[src/rtl/rstc_pkg.sv]
package rstc_pkg;
  localparam int unsigned CAUSE_W = 5;
  localparam int unsigned SRC_W   = CAUSE_W - 1;

  typedef enum int unsigned {
    CAUSE_POR  = 0,
    CAUSE_EXT  = 1,
    CAUSE_WDT  = 2,
    CAUSE_BOD  = 3,
    CAUSE_SOFT = 4
  } cause_e;

  localparam logic [CAUSE_W-1:0] POR_DEFAULT =
    CAUSE_W'((1 << CAUSE_POR) | (1 << CAUSE_EXT));
endpackage

[src/rtl/rstc_sync.sv]
module rstc_sync #(
  parameter int unsigned WIDTH  = 4,
  parameter int unsigned STAGES = 2
) (
  input  logic             clk_i,
  input  logic             rst_ni,
  input  logic [WIDTH-1:0] d_i,
  output logic [WIDTH-1:0] q_o
);
  logic [STAGES-1:0][WIDTH-1:0] chain_q;

  always_ff @(posedge clk_i or negedge rst_ni) begin
    if (!rst_ni) chain_q[0] <= '0;
    else         chain_q[0] <= d_i;
  end

  for (genvar s = 1; s < STAGES; s++) begin : g_stage
    always_ff @(posedge clk_i or negedge rst_ni) begin
      if (!rst_ni) chain_q[s] <= '0;
      else         chain_q[s] <= chain_q[s-1];
    end
  end

  assign q_o = chain_q[STAGES-1];
endmodule

[src/rtl/rstc_bits.sv]
module rstc_bits #(
  parameter int unsigned         WIDTH   = 5,
  parameter logic [WIDTH-1:0]    DEFAULT = '0
) (
  input  logic             clk_i,
  input  logic             rst_ni,
  input  logic [WIDTH-1:0] set_i,
  input  logic             wr_en_i,
  input  logic [WIDTH-1:0] wr_data_i,
  output logic [WIDTH-1:0] q_o
);
  for (genvar i = 0; i < WIDTH; i++) begin : g_bit
    logic clr;
    assign clr = wr_en_i & wr_data_i[i];

    // set beats clear
    always_ff @(posedge clk_i or negedge rst_ni) begin
      if (!rst_ni)       q_o[i] <= DEFAULT[i];
      else if (set_i[i]) q_o[i] <= 1'b1;
      else if (clr)      q_o[i] <= 1'b0;
    end


    set_wins_chk: assert property (@(posedge clk_i) disable iff (!rst_ni)
      set_i[i] |=> q_o[i]);

    w1c_chk: assert property (@(posedge clk_i) disable iff (!rst_ni)
      (wr_en_i && wr_data_i[i] && !set_i[i]) |=> !q_o[i]);

    hold_chk: assert property (@(posedge clk_i) disable iff (!rst_ni)
      (!set_i[i] && !(wr_en_i && wr_data_i[i])) |=> $stable(q_o[i]));
  end
endmodule

[src/rtl/rstc_status.sv]
module rstc_status
  import rstc_pkg::*;
#(
  parameter int unsigned DATA_W      = 32,
  parameter int unsigned SYNC_STAGES = 2
) (
  input  logic              clk_i,
  input  logic              rst_ni,
  input  logic [SRC_W-1:0]  src_i,
  input  logic              wr_en_i,
  input  logic [DATA_W-1:0] wr_data_i,
  output logic [DATA_W-1:0] rd_data_o
);
  localparam int unsigned PAD_W = DATA_W - CAUSE_W;

  logic [SRC_W-1:0]   src_sync;
  logic [CAUSE_W-1:0] set_vec;
  logic [CAUSE_W-1:0] status_q;

  rstc_sync #(.WIDTH(SRC_W), .STAGES(SYNC_STAGES)) u_sync (
    .clk_i  (clk_i),
    .rst_ni (rst_ni),
    .d_i    (src_i),
    .q_o    (src_sync)
  );

  // power-on bit has no runtime source
  assign set_vec = {src_sync, 1'b0};

  rstc_bits #(.WIDTH(CAUSE_W), .DEFAULT(POR_DEFAULT)) u_bits (
    .clk_i     (clk_i),
    .rst_ni    (rst_ni),
    .set_i     (set_vec),
    .wr_en_i   (wr_en_i),
    .wr_data_i (wr_data_i[CAUSE_W-1:0]),
    .q_o       (status_q)
  );

  assign rd_data_o = {{PAD_W{1'b0}}, status_q};


  por_bit_only_chk: assert property (@(posedge clk_i) disable iff (!rst_ni)
    !$rose(rd_data_o[CAUSE_POR]));

  src_to_status_chk: assert property (@(posedge clk_i) disable iff (!rst_ni)
    src_sync[CAUSE_WDT-1] |=> rd_data_o[CAUSE_WDT]);
endmodule

[config.mk]
export PLATFORM = sky130hd
export DESIGN_NAME = rstc_status
export DESIGN_NICKNAME = d
export VERILOG_FILES = /design/src/rtl/rstc_pkg.sv /design/src/rtl/rstc_sync.sv /design/src/rtl/rstc_bits.sv /design/src/rtl/rstc_status.sv
export SDC_FILE = /design/constraint.sdc
export NUM_CORES = 1
export LEC_CHECK = 0
export ABC_AREA = 0
export BUFFER_PORTS_ARGS = -buffer_cell sky130_fd_sc_hd__buf_4
export CORE_AREA = 2 2 44 46
export CTS_BUF_LIST = sky130_fd_sc_hd__clkbuf_4
export DETAILED_ROUTE_END_ITERATION = 7
export DIE_AREA = 0 0 46 48
export PLACE_DENSITY = 0.83
export SYNTH_ARGS = -nofsm -noshare
export SYNTH_HDL_FRONTEND = slang
export SYNTH_SLANG_ARGS = --single-unit
[constraint.sdc]
create_clock -name clk_i -period 1.9 [get_ports clk_i]
set_input_delay 0.285 -clock clk_i [delete_from_list [all_inputs] [get_ports clk_i]]
set_output_delay 0.285 -clock clk_i [all_outputs]
set_load 0.1 [all_outputs]
==> flow_metrics.env, run 1 <==
export IMPL_max_stage_delay_ps=530
export IMPL_nets=110
export IMPL_die_y_um=48
export IMPL_worst_path_max_fanout=2
export IMPL_ctsResizeCount=0
export IMPL_yosysSeqAreaShare=0.559
export IMPL_core_area_um2=1690
export IMPL_ys_types=7
export IMPL_vias=310
export IMPL_synth_warnings=0
export IMPL_cts_sinks=13
export IMPL_ios=71
export IMPL_hold_path_class="in2reg"
export IMPL_drt_pass1_iter_count=1
export IMPL_peakVddDrop_mv=0.460
export IMPL_utilization=0.393
export IMPL_wirelength_um=667
export IMPL_gr_usage_all_layers=0.0672
export IMPL_multi_input_area_um2=154
export IMPL_fin_ws_ps=545
export IMPL_p_leak_nw=0.356
export IMPL_antenna_found_initial=0
export IMPL_start_kind="register"
export IMPL_final_min_clock_period_ps=1360
export IMPL_final_cell_mix="27 x conb_1, 16 x buf_4, 11 x dfrtp_1"
export IMPL_fmax_ghz=0.738
export IMPL_drc=0
export IMPL_ys_seq_elements=13
export IMPL_routedWlPerCell_um=7.67
export IMPL_path_clk_slew_ps=70
export IMPL_worstPathRequired_ps=1620
export IMPL_grt_max_degree=14
export IMPL_syn_cell_area_um2=587
export IMPL_synth_area_leaders="dfrtp_1 47%, buf_4 35%, dfstp_2 9.0%"
export IMPL_stdcell_count=87
export IMPL_dieArea_um2=2210
export IMPL_path_cells="buf_4"
export IMPL_place_congestion=0.669
export IMPL_drt_iter0_markers=0
export IMPL_tns_ps=0
export IMPL_fin_skew_ps=0.771
export IMPL_power_density_nw_per_um2=1170
export IMPL_cts_tree="built"
export IMPL_cts_root_buf="clkbuf_4"
export IMPL_grt_setup_unrepaired="no"
export IMPL_post_cts_buffers=0
export IMPL_area_growth_syn_to_layout_pct=13.0
export IMPL_yosysTopAreaCell="dfrtp_1"
export IMPL_final_setup_viol_count=0
export IMPL_clockBufferDepth=2
export IMPL_final_common_cell="conb_1"
export IMPL_crit_type="reg2out"
export IMPL_slew_viol_final=0
export IMPL_path_delay_family="flip-flops"
export IMPL_seqCellArea_um2=328
export IMPL_path_buf_inv=1
export IMPL_drv_cap=0
export IMPL_syn_inst=50
export IMPL_layout_drive_gt1_share=0.314
export IMPL_start_util=0.347
export IMPL_synth_area_per_cell_um2=11.7
export IMPL_via_per_inst=3.56
export IMPL_cp_arrival_ps=1070
export IMPL_place_ws_ps=819
export IMPL_rows=15
export IMPL_status="finished, final reports clean"
export IMPL_grt_pass1_vias=265
export IMPL_portBuffers=16
export IMPL_clk_latency_ps=250
export IMPL_ant_nets=0
export IMPL_antennaDiodeCount=0
export IMPL_finalHoldViolCount=0
export IMPL_hold_slack_ps=133
export IMPL_cts_inserted_buffers=3
export IMPL_htreeDepth=1
export IMPL_slowest_stage="dfstp_2"
export IMPL_place_inst=82
export IMPL_die_width_um=46
export IMPL_nFillCells=164
export IMPL_grt_pass1_wl_mm=1.03
export IMPL_yosysTopAreaCellShare=0.469
export IMPL_end_kind="primary output"
export IMPL_hold_buffers=1
export IMPL_period_share=0.713
export IMPL_grt_overflow_total=0
[flip-flops by register name, summed over array words and instances (netlist names)]
| register | flops |
|---|---|
| u_sync.chain_q | 4 |
| u_bits.q_o | 5 |
| u_sync.q_o | 4 |
[routing by layer]
layer | share of wire | wire [um] | global-route usage | vias up
li1 | - | - | - | 141
met1 | 0.27 | 181 | 0.0590 | 141
met2 | 0.61 | 405 | 0.136 | 28
met3 | 0.12 | 81 | 0.0189 | 0
met4 | 0 | 0 | 0.0343 | 0
met5 | 0 | 0 | 0 | -
[per-stage QoR]
stage	total power (W)	cell area [um2]
floorplan	0.000624	684
global placement	0.000613	623
detailed placement	0.000615	623
finish	0.000776	663
global route	0.000809	663
CTS	0.000786	663
[report_power, final]
group / switching, W / internal (W) / leakage (nW)
Sequential: 0.00000497 / 0.000292 / 0.144
Combinational: 0.000287 / 0.0000270 / 0.194
Clock: 0.0000691 / 0.0000952 / 0.0184
Total: 0.000361 / 0.000414 / 0.356
[worst paths after layout]
path | startpoint | to | slack (ps) | cells past startpoint
hold reg to reg | u_sync.chain_q[3]$_DFF_PN0_ | u_sync.q_o[3]$_DFF_PN0_ | 350 | 0
setup reg to reg | u_bits.q_o[0]$_DFFE_PN1P_ | u_bits.q_o[0]$_DFFE_PN1P_ | 1090 | 1
hold / removal | src_i[0] | u_sync.chain_q[0]$_DFF_PN0_ | 130 | 1
setup / recovery | u_bits.q_o[1]$_DFFE_PN1P_ | rd_data_o[1] | 540 | 1
min in group asynchronous | rst_ni | u_sync.chain_q[0]$_DFF_PN0_ | 410 | 2
max in group asynchronous | rst_ni | u_bits.q_o[1]$_DFFE_PN1P_ | 1270 | 2
[cell type report]
cell class | instances | area share
Clock buffer | 4 | 0.0453
Sequential cell | 13 | 0.494
Tap cell | 17 | 0.0321
Multi-Input combinational cell | 36 | 0.232
Timing Repair Buffer | 17 | 0.196
[logic make-up (layout without fill, tap and decap cells)]
group | after synthesis | after routing | synth area share
flip-flops | 13 | 13 | 0.559
other | 1 | 27 | 0.00639
AO/OA/AOI/OAI | 5 | 5 | 0.0640
buffers and inverters | 27 | 21 | 0.345
AND/OR/NAND/NOR | 4 | 4 | 0.0256
[synth_stat cells, drive strengths merged]
cell type	count
buf	27
a21boi	1
conb	1
nand2	4
a21o	4
dfrtp	11
dfstp	2
Note: power is estimated with default switching activity, not from simulation.
==> run 2: changes to the inputs <==
--- a/config.mk
+++ b/config.mk
@@ -7,11 +7,11 @@
 export LEC_CHECK = 0
 export ABC_AREA = 0
 export BUFFER_PORTS_ARGS = -buffer_cell sky130_fd_sc_hd__buf_4
-export CORE_AREA = 2 2 44 46
+export CORE_AREA = 2 2 48 50
 export CTS_BUF_LIST = sky130_fd_sc_hd__clkbuf_4
 export DETAILED_ROUTE_END_ITERATION = 7
-export DIE_AREA = 0 0 46 48
-export PLACE_DENSITY = 0.83
+export DIE_AREA = 0 0 50 52
+export PLACE_DENSITY = 0.74
 export SYNTH_ARGS = -nofsm -noshare
 export SYNTH_HDL_FRONTEND = slang
 export SYNTH_SLANG_ARGS = --single-unit
==> constraint.sdc (replaced) <==
create_clock -name clk_i -period 1.2 [get_ports clk_i]
set_input_delay 0.18 -clock clk_i [delete_from_list [all_inputs] [get_ports clk_i]]
set_output_delay 0.18 -clock clk_i [all_outputs]
set_load 0.1 [all_outputs]
==> flow_metrics.env, run 2 (synthesis results as in run 1) <==
export IMPL_cts_tree="built"
export IMPL_power_density_nw_per_um2=1770
export IMPL_p_switching_w=0.000577
export IMPL_drc=0
export IMPL_period_share=0.978
export IMPL_antennaDiodeCount=0
export IMPL_nets=110
export IMPL_cp_arrival_ps=990
export IMPL_drt_iter0_markers=0
export IMPL_dieArea_um2=2600
export IMPL_switching_share=0.466
export IMPL_finalHoldViolCount=0
export IMPL_via_per_inst=3.21
export IMPL_path_clk_slew_ps=70
export IMPL_worst_path_max_fanout=2
export IMPL_p_int_w=0.000662
export IMPL_place_congestion=0.656
export IMPL_slew_viol_final=0
export IMPL_hpwl_um=620
export IMPL_reg2reg_slack_ps=390
export IMPL_ios=71
export IMPL_grt_overflow_total=0
export IMPL_worstReg2RegStart="u_bits.q_o[0]$_DFFE_PN1P_"
export IMPL_drt_pass1_iter_count=1
export IMPL_path_delay_family="flip-flops"
export IMPL_die_y_um=52
export IMPL_fin_skew_ps=0.239
export IMPL_top_regs="u_bits.q_o (5), u_sync.chain_q (4), u_sync.q_o (4)"
export IMPL_rows=17
export IMPL_gr_usage_all_layers=0.0545
export IMPL_timing_rr_end="u_bits.q_o[0]$_DFFE_PN1P_"
export IMPL_drv_cap=0
export IMPL_area_growth_syn_to_layout_pct=19.6
export IMPL_crit_path_end="rd_data_o[1]"
export IMPL_grt_pass1_wl_mm=1.06
export IMPL_final_setup_viol_count=0
export IMPL_routedWlPerCell_um=6.74
export IMPL_pwr_share_seq=0.381
export IMPL_grt_pass1_vias=296
export IMPL_top_register="u_bits.q_o"
export IMPL_cts_sinks=13
export IMPL_worstSetupStartpoint="u_bits.q_o[1]$_DFFE_PN1P_"
export IMPL_final_min_clock_period_ps=1170
export IMPL_clk_latency_ps=260
export IMPL_peakVddDrop_mv=0.745
export IMPL_cts_inserted_buffers=3
export IMPL_crit_type="reg2out"
export IMPL_stdcell_count=98
export IMPL_path_buf_inv=1
export IMPL_p_leak_nw=0.365
export IMPL_clockBufferDepth=2
export IMPL_start_kind="register"
export IMPL_end_kind="primary output"
export IMPL_vias=315
export IMPL_combPwrFrac=0.406
export IMPL_grt_setup_unrepaired="yes"
export IMPL_reg2reg_depth=1
export IMPL_fmax_ghz=0.852
export IMPL_ant_nets=0
export IMPL_grt_max_degree=14
export IMPL_largest_register_ffs=5
export IMPL_final_cell_mix="27 x conb_1, 14 x buf_4, 11 x dfrtp_1"
export IMPL_portBuffers=16
export IMPL_layout_drive_gt1_share=0.314
export IMPL_cp_depth=1
export IMPL_die_width_um=50
export IMPL_start_util=0.279
export IMPL_htreeDepth=1
export IMPL_path_cells="buf_12"
export IMPL_antenna_found_initial=0
export IMPL_core_area_um2=2110
export IMPL_p_total_w=0.00124
export IMPL_wirelength_um=661
export IMPL_hold_path_class="in2reg"
export IMPL_pwr_share_clk=0.213
export IMPL_cts_root_buf="clkbuf_4"
export IMPL_status="finished, final reports clean"
export IMPL_worstPathRequired_ps=1020
export IMPL_max_stage_delay_ps=560
export IMPL_slowest_stage="dfstp_2"
export IMPL_place_inst=93
export IMPL_final_common_cell="conb_1"
[run 2: cell count changes in the layout (fill, tap and decap cells not counted)]
cell / change
buf_12: +2
buf_4: -2
[run 2: area by class of cell]
type                    count  area (um2)
clock buffers               4        30.0
fillers                   215        1400
multi-input cells          36         154
flip-flops and latches     13         328
well taps                  28        35.0
repair buffers             17         155
[run 2: worst min-delay path by stage]
stage               startpoint                     endpoint  slack, ps  cells past startpoint
floorplan               rst_ni    u_bits.q_o[2]$_DFFE_PN0P_       -120                      0
global placement        rst_ni  u_sync.chain_q[1]$_DFF_PN0_         20                      1
detailed placement      rst_ni  u_sync.chain_q[2]$_DFF_PN0_         30                      1
CTS                   src_i[2]  u_sync.chain_q[2]$_DFF_PN0_         10                      1
global route          src_i[2]  u_sync.chain_q[2]$_DFF_PN0_          4                      1
finish                src_i[0]  u_sync.chain_q[0]$_DFF_PN0_         30                      1
[run 2: power by group through the flow]
stage	Sequential, W	Combinational (W)	Clock (W)
5_1_grt	0.000475	0.000515	0.000302
3_5_place_dp	0.000480	0.000495	0
4_1_cts	0.000473	0.000503	0.000279
2_1_floorplan	0.000544	0.000444	0
6_report	0.000472	0.000503	0.000264
3_3_place_gp	0.000479	0.000493	0
[run 2: per-layer routing]
layer  share of wire  track usage
met4               0       0.0417
met1            0.31       0.0525
met2            0.59        0.103
met3           0.098      0.00862
met5               0            0
[run 2: repair_timing]
item / in CTS / in global routing
setup buffers: 0 / 0
resized for setup: 5 / 1
hold endpoints to repair: 13 / 0
hold buffers: 1 / 0
endpoints found under the setup margin: 2 / 2
[run 2: stage by stage]
step                hold WS [ps]  area (um2)  utilization  setup slack, ps  TNS (ps)
floorplan                   -116         684            -             47.1         0
global placement            23.3         637        0.302              225         0
detailed placement          28.8         637        0.302              220         0
CTS                         14.8         697        0.331             11.1         0
global route                3.83         702        0.333            -4.55     -7.74
finish                      26.5         702        0.333             26.8         0
==> run 3: changes to the inputs <==
--- a/config.mk
+++ b/config.mk
@@ -12,6 +12,7 @@
 export DETAILED_ROUTE_END_ITERATION = 7
 export DIE_AREA = 0 0 50 52
 export PLACE_DENSITY = 0.74
+export RECOVER_POWER = 100
 export SYNTH_ARGS = -nofsm -noshare
 export SYNTH_HDL_FRONTEND = slang
 export SYNTH_SLANG_ARGS = --single-unit
==> flow_metrics.env, run 3 (synthesis results as in run 1) <==
export IMPL_start_kind="register"
export IMPL_path_delay_family="flip-flops"
export IMPL_max_stage_delay_ps=560
export IMPL_path_clk_slew_ps=70
export IMPL_path_cells="buf_12"
export IMPL_end_kind="primary output"
export IMPL_clk_latency_ps=260
export IMPL_cts_tree="built"
export IMPL_antenna_found_initial=0
export IMPL_nets=110
export IMPL_period_share=0.979
export IMPL_cts_inserted_buffers=3
export IMPL_slew_viol_final=0
export IMPL_fin_skew_ps=0.239
export IMPL_die_y_um=52
export IMPL_rows=17
export IMPL_p_leak_nw=0.360
export IMPL_grt_setup_unrepaired="yes"
export IMPL_peakVddDrop_mv=0.744
export IMPL_die_width_um=50
export IMPL_reg2reg_slack_ps=390
export IMPL_top_regs="u_bits.q_o (5), u_sync.chain_q (4), u_sync.q_o (4)"
export IMPL_drt_pass1_iter_count=1
export IMPL_post_cts_buffers=0
export IMPL_clockBufferDepth=2
export IMPL_stdcell_count=98
export IMPL_final_common_cell="conb_1"
export IMPL_utilization=0.332
export IMPL_worst_path_max_fanout=2
export IMPL_grt_max_degree=14
export IMPL_portBuffers=16
export IMPL_path_buf_inv=1
export IMPL_place_inst=93
export IMPL_hold_path_class="in2reg"
export IMPL_tns_ps=0
export IMPL_grt_overflow_total=0
export IMPL_final_cell_mix="27 x conb_1, 11 x dfrtp_1, 10 x clkbuf_4, 7 x buf_4"
export IMPL_htreeDepth=1
export IMPL_grt_pass1_vias=296
export IMPL_wirelength_um=657
export IMPL_cts_root_buf="clkbuf_4"
export IMPL_start_util=0.279
export IMPL_dieArea_um2=2600
export IMPL_fmax_ghz=0.852
export IMPL_cp_arrival_ps=990
export IMPL_finalHoldViolCount=0
export IMPL_worstPathRequired_ps=1020
export IMPL_hpwl_um=620
export IMPL_final_setup_viol_count=0
export IMPL_routedWlPerCell_um=6.70
export IMPL_area_growth_syn_to_layout_pct=19.0
export IMPL_cts_sinks=13
export IMPL_grt_pass1_wl_mm=1.06
export IMPL_ant_nets=0
export IMPL_vias=315
export IMPL_core_area_um2=2110
export IMPL_place_congestion=0.656
export IMPL_top_register="u_bits.q_o"
export IMPL_power_density_nw_per_um2=1770
export IMPL_final_min_clock_period_ps=1170
export IMPL_drt_iter0_markers=0
export IMPL_slowest_stage="dfstp_2"
export IMPL_drv_cap=0
export IMPL_layout_drive_gt1_share=0.300
export IMPL_ios=71
export IMPL_antennaDiodeCount=0
export IMPL_via_per_inst=3.21
export IMPL_drc=0
export IMPL_status="finished, final reports clean"
export IMPL_gr_usage_all_layers=0.0545
export IMPL_tightest_slew_ps=646
export IMPL_slew_headroom=0.570
export IMPL_largest_register_ffs=5
export IMPL_crit_type="reg2out"
## run 3: cell types whose count changed in the layout (fill, tap and decap cells not counted), sizes merged
cell | previous run | this run
clkbuf | 4 | 11
buf | 16 | 9
## run 3: power breakdown
group	leakage [nW]	switching, W	internal [W]
sequential	0.144	0.00000960	0.000462
combinational	0.198	0.000454	0.0000457
clock	0.0184	0.000113	0.000151
total	0.360	0.000577	0.000659
## run 3: final cells by class
| type | instances | area, um2 |
|---|---|---|
| well taps | 28 | 35.0 |
| multi-input cells | 36 | 154 |
| fillers | 214 | 1410 |
| flip-flops and latches | 13 | 328 |
| clock buffers | 4 | 30.0 |
| repair buffers | 17 | 151 |
## run 3: timing repair
item                                   4_1_cts  5_1_grt
setup endpoints to repair                    2        2
resized for setup                            5        1
hold buffers                                 1        0
endpoints found under the hold margin       13        0
## run 3: metal layers
layer | part of all wire | global-route usage | up-vias
met3 | 0.097 | 0.00862 | 0
met4 | 0 | 0.0417 | 0
li1 | - | - | 141
met1 | 0.32 | 0.0525 | 146
met5 | 0 | 0 | -
met2 | 0.59 | 0.103 | 28
## run 3: worst paths after layout
kind / end / from / depth (start not counted)
setup / recovery: rd_data_o[1] / u_bits.q_o[1]$_DFFE_PN1P_ / 1
hold / removal: u_sync.chain_q[2]$_DFF_PN0_ / src_i[2] / 1
setup reg to reg: u_bits.q_o[0]$_DFFE_PN1P_ / u_bits.q_o[0]$_DFFE_PN1P_ / 1
hold reg to reg: u_sync.q_o[2]$_DFF_PN0_ / u_sync.chain_q[2]$_DFF_PN0_ / 0
max in group asynchronous: u_sync.q_o[0]$_DFF_PN0_ / rst_ni / 2
min in group asynchronous: u_sync.chain_q[2]$_DFF_PN0_ / rst_ni / 2
## run 3: metrics by stage
| step | total power, W | cell area [um2] | hold WS, ps | setup WS, ps |
|---|---|---|---|---|
| floorplan | 0.000988 | 684 | -116 | 47.1 |
| global placement | 0.000972 | 637 | 23.3 | 225 |
| detailed placement | 0.000975 | 637 | 28.8 | 220 |
| CTS | 0.00125 | 697 | 14.8 | 11.1 |
| global route | 0.00129 | 698 | 26.1 | -4.55 |
| finish | 0.00124 | 698 | 48.9 | 25.6 |
